===== src/rtl/tmr_pkg.sv =====
package tmr_pkg;
  localparam int WORD_W   = 32;
  localparam int RUN_BIT  = 28;
  localparam int MODE_BIT = 24;
  localparam int PEND_BIT = 16;
  localparam int IEN_BIT  = 20;

  typedef enum logic [1:0] {
    SLOT_TGT  = 2'd0,
    SLOT_CNT  = 2'd1,
    SLOT_CTRL = 2'd2,
    SLOT_IRQ  = 2'd3
  } slot_e;
endpackage


===== src/rtl/tmr_prescaler.sv =====
module tmr_prescaler #(
  parameter int DIV_W = 16
) (
  input  logic             clk,
  input  logic             rst_n,
  input  logic             run,
  input  logic             restart,
  input  logic [DIV_W-1:0] div,
  output logic             tick
);
  logic [DIV_W-1:0] ph_q, ph_d, div_eff;

  always_comb begin
    div_eff = (div < DIV_W'(2)) ? DIV_W'(2) : div;
    tick    = run && !restart && (ph_q == div_eff - DIV_W'(1));
    if (!run || restart || tick) ph_d = '0;
    else                         ph_d = ph_q + DIV_W'(1);
  end

  always_ff @(posedge clk or negedge rst_n) begin
    if (!rst_n) ph_q <= '0;
    else        ph_q <= ph_d;
  end
endmodule


===== src/rtl/tmr_channel.sv =====
module tmr_channel
  import tmr_pkg::*;
#(
  parameter int CNT_W = 28,
  parameter int DIV_W = 16
) (
  input  logic              clk,
  input  logic              rst_n,
  input  logic              wr_tgt,
  input  logic              wr_cnt,
  input  logic              wr_ctrl,
  input  logic              wr_int,
  input  logic [WORD_W-1:0] wdata,
  output logic [CNT_W-1:0]  tgt_o,
  output logic [CNT_W-1:0]  cnt_o,
  output logic              run_o,
  output logic              rep_o,
  output logic [DIV_W-1:0]  div_o,
  output logic              pend_o,
  output logic              ien_o,
  output logic              irq_o
);
  logic [CNT_W-1:0] tgt_q, tgt_d, cnt_q, cnt_d;
  logic [DIV_W-1:0] div_q, div_d;
  logic             run_q, run_d, rep_q, rep_d, pend_q, pend_d, ien_q, ien_d;
  logic             tick, hit;
  logic [CNT_W:0]   cnt_inc;

  tmr_prescaler #(.DIV_W(DIV_W)) i_psc (
    .clk     (clk),
    .rst_n   (rst_n),
    .run     (run_q),
    .restart (wr_cnt | wr_ctrl),
    .div     (div_q),
    .tick    (tick)
  );

  always_comb begin
    cnt_inc = {1'b0, cnt_q} + (CNT_W+1)'(1);
    hit     = tick && (cnt_inc >= {1'b0, tgt_q});

    tgt_d  = tgt_q;
    cnt_d  = cnt_q;
    run_d  = run_q;
    rep_d  = rep_q;
    div_d  = div_q;
    pend_d = pend_q;
    ien_d  = ien_q;

    if (tick) begin
      if (hit) begin
        pend_d = 1'b1;
        if (rep_q) cnt_d = '0;
        else begin
          cnt_d = tgt_q;
          run_d = 1'b0;
        end
      end else begin
        cnt_d = cnt_inc[CNT_W-1:0];
      end
    end

    if (wr_tgt) tgt_d = wdata[CNT_W-1:0];
    if (wr_cnt) cnt_d = wdata[CNT_W-1:0];
    if (wr_ctrl) begin
      run_d = wdata[RUN_BIT];
      rep_d = wdata[MODE_BIT];
      div_d = wdata[DIV_W-1:0];
    end
    if (wr_int) begin
      ien_d = wdata[IEN_BIT];
      if (wdata[PEND_BIT] && !hit) pend_d = 1'b0;
    end
  end

  always_ff @(posedge clk or negedge rst_n) begin
    if (!rst_n) begin
      tgt_q  <= '0;
      cnt_q  <= '0;
      run_q  <= 1'b0;
      rep_q  <= 1'b0;
      div_q  <= '0;
      pend_q <= 1'b0;
      ien_q  <= 1'b0;
    end else begin
      tgt_q  <= tgt_d;
      cnt_q  <= cnt_d;
      run_q  <= run_d;
      rep_q  <= rep_d;
      div_q  <= div_d;
      pend_q <= pend_d;
      ien_q  <= ien_d;
    end
  end

  assign tgt_o  = tgt_q;
  assign cnt_o  = cnt_q;
  assign run_o  = run_q;
  assign rep_o  = rep_q;
  assign div_o  = div_q;
  assign pend_o = pend_q;
  assign ien_o  = ien_q;
  assign irq_o  = pend_q & ien_q;
endmodule


===== src/rtl/tmr_regbus.sv =====
module tmr_regbus
  import tmr_pkg::*;
#(
  parameter int NUM_CH = 6,
  parameter int ADDR_W = 8,
  parameter int CNT_W  = 28,
  parameter int DIV_W  = 16
) (
  input  logic                         clk,
  input  logic                         rst_n,
  input  logic                         wr_en,
  input  logic                         rd_en,
  input  logic [ADDR_W-1:0]            addr,
  input  logic [NUM_CH-1:0][CNT_W-1:0] tgt_v,
  input  logic [NUM_CH-1:0][CNT_W-1:0] cnt_v,
  input  logic [NUM_CH-1:0]            run_v,
  input  logic [NUM_CH-1:0]            rep_v,
  input  logic [NUM_CH-1:0][DIV_W-1:0] div_v,
  input  logic [NUM_CH-1:0]            pend_v,
  input  logic [NUM_CH-1:0]            ien_v,
  output logic [NUM_CH-1:0]            wr_tgt,
  output logic [NUM_CH-1:0]            wr_cnt,
  output logic [NUM_CH-1:0]            wr_ctrl,
  output logic [NUM_CH-1:0]            wr_int,
  output logic [WORD_W-1:0]            rdata
);
  localparam int CHW = ADDR_W - 4;

  logic [CHW-1:0]    ch_idx;
  slot_e             slot;
  logic [WORD_W-1:0] rd_word, rdata_q;

  assign ch_idx = addr[ADDR_W-1:4];
  assign slot   = slot_e'(addr[3:2]);

  for (genvar g = 0; g < NUM_CH; g++) begin : g_dec
    logic hit_ch;
    assign hit_ch     = wr_en && (ch_idx == CHW'(g));
    assign wr_tgt[g]  = hit_ch && (slot == SLOT_TGT);
    assign wr_cnt[g]  = hit_ch && (slot == SLOT_CNT);
    assign wr_ctrl[g] = hit_ch && (slot == SLOT_CTRL);
    assign wr_int[g]  = hit_ch && (slot == SLOT_IRQ);
  end

  always_comb begin
    rd_word = '0;
    for (int i = 0; i < NUM_CH; i++) begin
      if (ch_idx == CHW'(i)) begin
        case (slot)
          SLOT_TGT:  rd_word[CNT_W-1:0] = tgt_v[i];
          SLOT_CNT:  rd_word[CNT_W-1:0] = cnt_v[i];
          SLOT_CTRL: begin
            rd_word[RUN_BIT]    = run_v[i];
            rd_word[MODE_BIT]   = rep_v[i];
            rd_word[DIV_W-1:0]  = div_v[i];
          end
          default: begin
            rd_word[PEND_BIT] = pend_v[i];
            rd_word[IEN_BIT]  = ien_v[i];
          end
        endcase
      end
    end
  end

  always_ff @(posedge clk or negedge rst_n) begin
    if (!rst_n)     rdata_q <= '0;
    else if (rd_en) rdata_q <= rd_word;
  end

  assign rdata = rdata_q;
endmodule


===== src/rtl/multi_timer.sv =====
module multi_timer #(
  parameter int NUM_CH = 6,
  parameter int ADDR_W = 8,
  parameter int CNT_W  = 28,
  parameter int DIV_W  = 16
) (
  input  logic              clk,
  input  logic              rst_n,
  input  logic              wr_en,
  input  logic              rd_en,
  input  logic [ADDR_W-1:0] addr,
  input  logic [31:0]       wdata,
  output logic [31:0]       rdata,
  output logic [NUM_CH-1:0] irq
);
  logic [NUM_CH-1:0][CNT_W-1:0] tgt_v, cnt_v;
  logic [NUM_CH-1:0][DIV_W-1:0] div_v;
  logic [NUM_CH-1:0]            run_v, rep_v, pend_v, ien_v;
  logic [NUM_CH-1:0]            wr_tgt, wr_cnt, wr_ctrl, wr_int;

  tmr_regbus #(
    .NUM_CH(NUM_CH), .ADDR_W(ADDR_W), .CNT_W(CNT_W), .DIV_W(DIV_W)
  ) i_bus (
    .clk(clk), .rst_n(rst_n), .wr_en(wr_en), .rd_en(rd_en), .addr(addr),
    .tgt_v(tgt_v), .cnt_v(cnt_v), .run_v(run_v), .rep_v(rep_v),
    .div_v(div_v), .pend_v(pend_v), .ien_v(ien_v),
    .wr_tgt(wr_tgt), .wr_cnt(wr_cnt), .wr_ctrl(wr_ctrl), .wr_int(wr_int),
    .rdata(rdata)
  );

  for (genvar g = 0; g < NUM_CH; g++) begin : g_ch
    tmr_channel #(.CNT_W(CNT_W), .DIV_W(DIV_W)) i_ch (
      .clk(clk), .rst_n(rst_n),
      .wr_tgt(wr_tgt[g]), .wr_cnt(wr_cnt[g]), .wr_ctrl(wr_ctrl[g]),
      .wr_int(wr_int[g]), .wdata(wdata),
      .tgt_o(tgt_v[g]), .cnt_o(cnt_v[g]), .run_o(run_v[g]), .rep_o(rep_v[g]),
      .div_o(div_v[g]), .pend_o(pend_v[g]), .ien_o(ien_v[g]), .irq_o(irq[g])
    );
  end
endmodule


===== config.mk =====
export PLATFORM = sky130hd
export DESIGN_NAME = multi_timer
export DESIGN_NICKNAME = d
export VERILOG_FILES = /design/src/rtl/tmr_pkg.sv /design/src/rtl/tmr_prescaler.sv /design/src/rtl/tmr_channel.sv /design/src/rtl/tmr_regbus.sv /design/src/rtl/multi_timer.sv
export SDC_FILE = /design/constraint.sdc
export NUM_CORES = 2
export LEC_CHECK = 0
export ABC_AREA = 0
export BUFFER_PORTS_ARGS = -buffer_cell sky130_fd_sc_hd__clkbuf_2
export CORE_UTILIZATION = 60
export CTS_CLUSTER_SIZE = 28
export DETAILED_ROUTE_END_ITERATION = 6
export PLACE_DENSITY = 0.77
export SLEW_MARGIN = 40
export SYNTH_ARGS = -nofsm -noshare
export SYNTH_HDL_FRONTEND = slang
export SYNTH_SLANG_ARGS = --single-unit

===== constraint.sdc =====
create_clock -name clk -period 6.6 [get_ports clk]
set_clock_uncertainty 0.15 [all_clocks]
set_input_delay 0.33 -clock clk [delete_from_list [all_inputs] [get_ports clk]]
set_output_delay 0.33 -clock clk [all_outputs]
set_load 0.01 [all_outputs]

Word level (Yosys, flattened, before mapping)
Index checks and enable logic that the tools add are counted.
{ "word_totals": {"output_inout_bits": 38, "word_cells": 359, "regBits": 581} }
{ "op_classes": {"n_reduce_logical": 110, "n_addsub": 18, "order_cmp": 12, "n_mux": 138, "eq_ne": 20, "bitwise_logic": 12} }
{ "ops": {"columns": ["operator", "count"], "rows": [
  ["28-bit 2-to-1 mux", 24],
  ["16-bit one-hot mux with 3 select lines", 6],
  ["16-bit 2-to-1 mux", 12],
  ["28-bit by 1-bit adder with 29-bit output, second input constant", 6],
  ["29-bit by 28-bit greater-or-equal comparator with 1-bit output", 6],
  ["29-bit 2-to-1 mux", 6],
  ["3-bit one-hot mux with 2 select lines", 18],
  ["16-bit by 1-bit adder with 16-bit output, second input constant", 6],
  ["16-bit equality test", 6],
  ["16-bit by 2-bit < comparator with 1-bit output, second input constant", 6],
  ["16-bit by 1-bit subtractor with 16-bit output, second input constant", 6],
  ["1-bit logical AND", 54],
  ["1-bit 2-to-1 mux", 54],
  ["1-bit one-hot mux with 3 select lines", 18],
  ["2-bit nonzero test", 18],
  ["1-bit zero test", 18],
  ["3-bit AND reduction", 6],
  ["1-bit logical OR", 12],
  ["2-bit by 1-bit inequality test with 1-bit output, second input constant", 6],
  ["4-bit by 2-bit equality test with 1-bit output, second input constant", 2],
  ["4-bit by 3-bit equality test with 1-bit output, second input constant", 2],
  ["1-bit AND", 6],
  ["1-bit bitwise OR", 6],
  ["2-bit equality test, second input constant", 2],
  ["4 further kinds", 4]
]} }

Depth between registers and ports, before layout
{ "depth": {"depth_word": 13, "ltp_mapped": 18, "ltp_nobuf": 16} }

Cells and area by module
From an unflattened synthesis, not the netlist that was laid out.
{ "hier_totals": {"cells_unflattened": 4811, "area_unflattened_um2": 42579.6} }
{ "modules_own_cells": {"columns": ["mod", "area_each_um2", "cells_each", "instances"], "rows": [
  ["tmr_channel at g_ch[0].i_ch ...", 4783.3, 512, 4],
  ["tmr_prescaler", 1410.1, 169, 6],
  ["tmr_regbus", 5454.0, 717, 1],
  ["tmr_channel at g_ch[4].i_ch", 4835.9, 514, 1],
  ["tmr_channel at g_ch[5].i_ch", 4695.8, 518, 1]
]} }

Worst setup path after synthesis
No wires, ideal clock.
{ "synth_path": {"kind": "register -> register", "from": "register g_ch[1].i_ch.div_q[10]", "to": "register g_ch[1].i_ch.cnt_q[10]", "n_path_buf": 2, "arrival_ns": 4.393, "path_stages_with_launch": 15, "slack_ns": 1.971, "t_required_ns": 6.363, "path_cell_list": "dfrtp_1 -> or4_1 -> nor3b_1 -> a31o_2 -> ha_1 -> nor3b_1 -> nand3_1 -> xor2_1 -> a2111o_1 -> nor4_1 -> o2111ai_1 -> or2_1 -> clkbuf_1 -> clkbuf_1 -> o211ai_1"} }
{ "synth_between": {"elab_chain_cells": 9, "word_cells_on_any_way": 10} }
{ "synth_rtl": {"columns": ["item", "line_no", "text"], "rows": [
  ["start, declared", "tmr_channel.sv:24", "logic [DIV_W-1:0] div_q, div_d;"],
  ["start signal, assigned", "tmr_channel.sv:90", "div_q <= div_d;"],
  ["16-bit by 2-bit < comparator with 1-bit output", "tmr_prescaler.sv:14", "div_eff = (div < DIV_W'(2)) ? DIV_W'(2) : div;"],
  ["16-bit 2-to-1 mux *", "tmr_prescaler.sv:14", null],
  ["16-bit by 1-bit subtractor with 16-bit output *", "tmr_prescaler.sv:15", "tick = run && !restart && (ph_q == div_eff - DIV_W'(1));"],
  ["16-bit equality test *", "tmr_prescaler.sv:15", null],
  ["1-bit logical AND *", "tmr_prescaler.sv:15", null],
  ["1-bit logical AND", "tmr_channel.sv:40", "hit = tick && (cnt_inc >= {1'b0, tgt_q});"],
  ["28-bit 2-to-1 mux", "tmr_channel.sv:51", "if (hit) begin"],
  ["28-bit 2-to-1 mux", "tmr_channel.sv:50", "if (tick) begin"],
  ["28-bit 2-to-1 mux", "tmr_channel.sv:64", "if (wr_cnt) cnt_d = wdata[CNT_W-1:0];"],
  ["end signal, assigned", "tmr_channel.sv:87", "cnt_q <= cnt_d;"],
  ["end, declared", "tmr_channel.sv:23", "logic [CNT_W-1:0] tgt_q, tgt_d, cnt_q, cnt_d;"]
]} }
Mark *: on every way between the ends. The rest lies on a longest branch, timed or not. The select of a mux whose other input is x is not followed.
A chain may end at the register's enable or synchronous reset.

Final worst setup path
{ "layout_path": {"from": "register g_ch[3].i_ch.cnt_q[5]", "to": "register g_ch[3].i_ch.cnt_q[0]"} }
{ "layout_between": {"elab_chain_cells": 6} }
{ "layout_rtl": {"columns": ["item", "line_no", "text"], "rows": [
  ["start, declared", "tmr_channel.sv:23", null],
  ["start signal, assigned", "tmr_channel.sv:87", null],
  ["28-bit by 1-bit adder with 29-bit output", "tmr_channel.sv:39", "cnt_inc = {1'b0, cnt_q} + (CNT_W+1)'(1);"],
  ["29-bit by 28-bit greater-or-equal comparator with 1-bit output", "tmr_channel.sv:40", null],
  ["1-bit logical AND", "tmr_channel.sv:40", null],
  ["28-bit 2-to-1 mux", "tmr_channel.sv:51", null],
  ["28-bit 2-to-1 mux", "tmr_channel.sv:50", null],
  ["28-bit 2-to-1 mux", "tmr_channel.sv:64", null]
]} }
Every way passes these cells. The select of a mux whose other input is x is not followed.

==> run summary <==
The top fanout value on the critical path was 18. The initial utilization of the core area, before any placement, comes to 60.9%. The via count of the first global-routing pass is 34027.

For this run, the total global-route usage over all layers was measured as 38.0%. The first global-routing pass estimated 204000 microns of wire. The number of setup buffers added after CTS is 0.

The clock latency of the later-clocked register in the worst-skew pair is 0.63 ns. Counting flops with an async set or reset pin after synthesis yields a share of 100%. STA classifies the critical path startpoint as a flop. The wire length per cell came out at 24.7 microns. The analysis attributes to cell leakage a power of 0.0196 uW. The most common cell in the synthesized netlist is sky130_fd_sc_hd__dfrtp_1. Data arrives at the worst endpoint at 5.84 ns.

Buffers inserted to repair hold after CTS numbered 2. Clock tree synthesis found a total of 581 sinks. The critical path data required time was 6.99 ns; the maximum single-stage delay on the critical path was 0.72 ns.

Summed over all instances, the cell type with the most area after synthesis is sky130_fd_sc_hd__dfrtp_1. From synthesis to final layout, the design area changed by 8.30%. The count of cells in the finished layout, fillers not included, comes to 5397.

For this design the ratio of total power to cell area is 276 nW/um^2. The multi-input combinational cells in the finished layout cover a total of 24500 sq um. TritonCTS built the clock tree. Number of buffers and inverters on the critical path: 3. Counting stages on the worst path, the most repeated cell is sky130_fd_sc_hd__buf_4.

Entering global routing, the biggest net connects 142 pins. Power comes to 12300 uW. Setup repair after global routing left no endpoint under its margin. Kind of cell adding the most delay to the critical path: simple AND/OR/NAND/NOR gates. Top flip-flop cell by instance count after synthesis: sky130_fd_sc_hd__dfrtp_1. The die is 263 microns wide. The tools report the total number of H-tree levels as 3. The type of the most critical hold path was in -> async.

The HPWL after detailed placement is 90300 microns. The final period demand of the worst path works out to 5.45 ns. The number of violations reported at the end of detailed-routing iteration 0 was 4059. The register bit count reported by yosys came out at 581.

Sorting the synthesized cells by area gives the leading types as sky130_fd_sc_hd__dfrtp_1 35%, sky130_fd_sc_hd__mux2i_1 8.1%, sky130_fd_sc_hd__mux2_2 7.6%. For this design, the slowest cell found on the critical path is sky130_fd_sc_hd__nor3_1. The tools report the number of failing hold endpoints at the final stage as 0.

The standard-cell row count was 95. In this run the cell area measured after placement is 42000 sq um. For the post-cts gate resize count, the log shows 0.

The worst path uses 82.5% of the clock period. The placeable core area was 67400 sq um. In the routed layout, each cell is associated on average with a via count of 6.59. The average size of a mapped cell is 9.00 sq um.

The final layout contains 4702 nets. The finished cells cover 44400 sq um. The placer's final routability congestion estimate was 0.996.

In this run the tool buffered the top-level ports with 73 buffer cells. In this run, synthesis inferred 0 flip-flops with an integrated enable. Walking the worst path, the cells encountered are nand2_1 -> or3_1 -> nor3_1 -> and3_1 -> xnor2_1 -> inv_1 -> ha_1 -> nand4_1 -> nor2_1 -> a221oi_1 -> o211ai_1 -> a2bb2oi_1 -> buf_4 -> nor2b_2 -> buf_4 -> mux2_2 -> mux2i_1. Initial antenna violation count: 6. At the pin with the least slew margin, the transition time is 0.929 ns. Sorting the synthesized cells by how often they occur yields 581 x sky130_fd_sc_hd__dfrtp_1, 412 x sky130_fd_sc_hd__nand2_1, 412 x sky130_fd_sc_hd__nor2_1. The logs give 4559 for the number of instances in the synthesized netlist and 35.4% for the fraction of the yosys area taken by sequential cells.

The number of primary I/O pins is 82, and the sum of negative setup slack is 0 ns. The logs give 0 for the remaining antenna violation count after routing and 0 for the leftover overflow at the end of global routing. The tools report the buffer type at the clock tree root as sky130_fd_sc_hd__clkbuf_16.

The first detailed-routing pass took 6 iterations. The area share of the largest cell type after synthesis was 35.4%; the register clock-pin slew on the reported worst setup and hold paths was 0.06 ns. VDD sags by at most 0.232 mV. Including well taps, the total number of placed cells is 5270.

The die area was 69400 sq um; the maximum buffer depth of the clock tree was 3. TritonCTS created 68 clock buffers. The detailed router placed 35585 vias in this run. The type of the setup path with the least slack was reg -> reg. The Yosys warning count is 0, and the number of design rule violations left after detail routing is 0.

The tool flagged a number of max-cap violations equal to 0. The worst setup path is captured at a flop. The max-slew headroom at the worst pin is 38.1%.

The filler cells instantiated in the layout total 5478. The die extent in y is 263 microns, and the sequential standard cell area is 14500 sq um. The run gives 0 as the total count of max-transition violations in the final report. Number of library cell types mapped by synthesis: 85. The tools report the area of the mapped netlist as 41000 sq um. The fraction of layout instances using a drive strength above 1 is 13.3%, and the final-report setup violation count is 0.

After detailed routing, the total wire length is 134000 microns. The flow ran to the end, and the final reports show no timing, DRC or antenna violations. Timing would allow up to 184 MHz.
## power by group
| part | internal, uW | leakage (uW) | switching, uW |
|---|---|---|---|
| Clock | 2390 | 0.00114 | 1580 |
| Combinational | 1590 | 0.0107 | 2130 |
| Sequential | 3980 | 0.00772 | 613 |
## metal layers
| layer | global-route usage [%] | vias up | share of wire (%) | wire [microns] |
|---|---|---|---|---|
| met5 | 0 | - | 0.034 | 46 |
| met4 | 23.6 | 8 | 7.2 | 9620 |
| met3 | 10.2 | 477 | 11 | 14500 |
| met2 | 56.3 | 1804 | 43 | 56800 |
| met1 | 49.3 | 17220 | 39 | 52500 |
| li1 | - | 16076 | - | - |
## final cells by class
cell class	count	share of cell area [%]
flip-flops and latches	581	32.7
clock inverters	24	0.645
multi-input cells	3440	55.2
inverters	237	2.00
clock buffers	96	4.59
well taps	873	2.46
diodes	2	0.0113
repair buffers	144	2.32
## kinds of logic (layout without fill, tap and decap cells)
logic type,after synthesis,count (layout),share of synthesized area [%]
buffers and inverters,540,501,5.11
and+or+nand+nor,1520,1520,17.7
DFF,581,581,35.4
adders and majority gates,186,186,5.67
muxes,610,610,15.7
other,1,5,0.00914
AOI/OAI and AO/OA,778,778,13.0
xor gates and xnor gates,343,343,7.32
## per-stage QoR
step | hold slack [ns] | worst slack, ns | utilization (%)
3_5_place_dp | 0.238 | 1.40 | 62.3
5_1_grt | 0.166 | 0.896 | 65.9
2_1_floorplan | -0.116 | 1.97 | -
4_1_cts | 0.120 | 1.33 | 65.8
6_report | 0.167 | 1.15 | 65.9
3_3_place_gp | 0.236 | 1.41 | 62.2
## sequential cells by signal (all words and copies together), names as in the netlist
signal and count:
g_ch.i_ch.div_o 96, g_ch.i_ch.pend_o 6, i_bus.rdata 29, g_ch.i_ch.tgt_o 168, g_ch.i_ch.run_o 6, g_ch.i_ch.cnt_o 168
g_ch.i_ch.i_psc.ph_q 96, g_ch.i_ch.ien_o 6, g_ch.i_ch.rep_o 6
## cell usage in the layout, fill, tap and decap left out, types with 82 or more instances in the layout
master                       n
sky130_fd_sc_hd__inv_1     236
sky130_fd_sc_hd__xor2_1    145
sky130_fd_sc_hd__ha_1      186
sky130_fd_sc_hd__nand2_1   410
sky130_fd_sc_hd__nor2_1    405
sky130_fd_sc_hd__mux2_2    278
sky130_fd_sc_hd__dfrtp_1   580
sky130_fd_sc_hd__o21ai_0   177
sky130_fd_sc_hd__a21oi_1   105
sky130_fd_sc_hd__nor3_1     82
sky130_fd_sc_hd__mux2i_1   332
sky130_fd_sc_hd__nand3_1   229
sky130_fd_sc_hd__xnor2_1   198
sky130_fd_sc_hd__o211ai_1   97
## path summary, 6_finish.rpt
path	start	endpoint	slack (ns)	cells after the start
min in group clk	wdata[19]	g_ch[5].i_ch.cnt_o[19]	0.17	3
worst max register to register	g_ch[3].i_ch.cnt_o[5]	g_ch[3].i_ch.cnt_o[0]	1.15	17
worst min register to register	i_bus.rdata[7]	i_bus.rdata[7]	0.36	1
max in group asynchronous	rst_n	g_ch[4].i_ch.div_o[4]	4.73	4
worst min-delay path	rst_n	g_ch[5].i_ch.i_psc.ph_q[2]	0.17	2
worst max-delay path	g_ch[3].i_ch.cnt_o[5]	g_ch[3].i_ch.cnt_o[0]	1.15	17
Note: power is estimated with default switching activity, not from simulation.
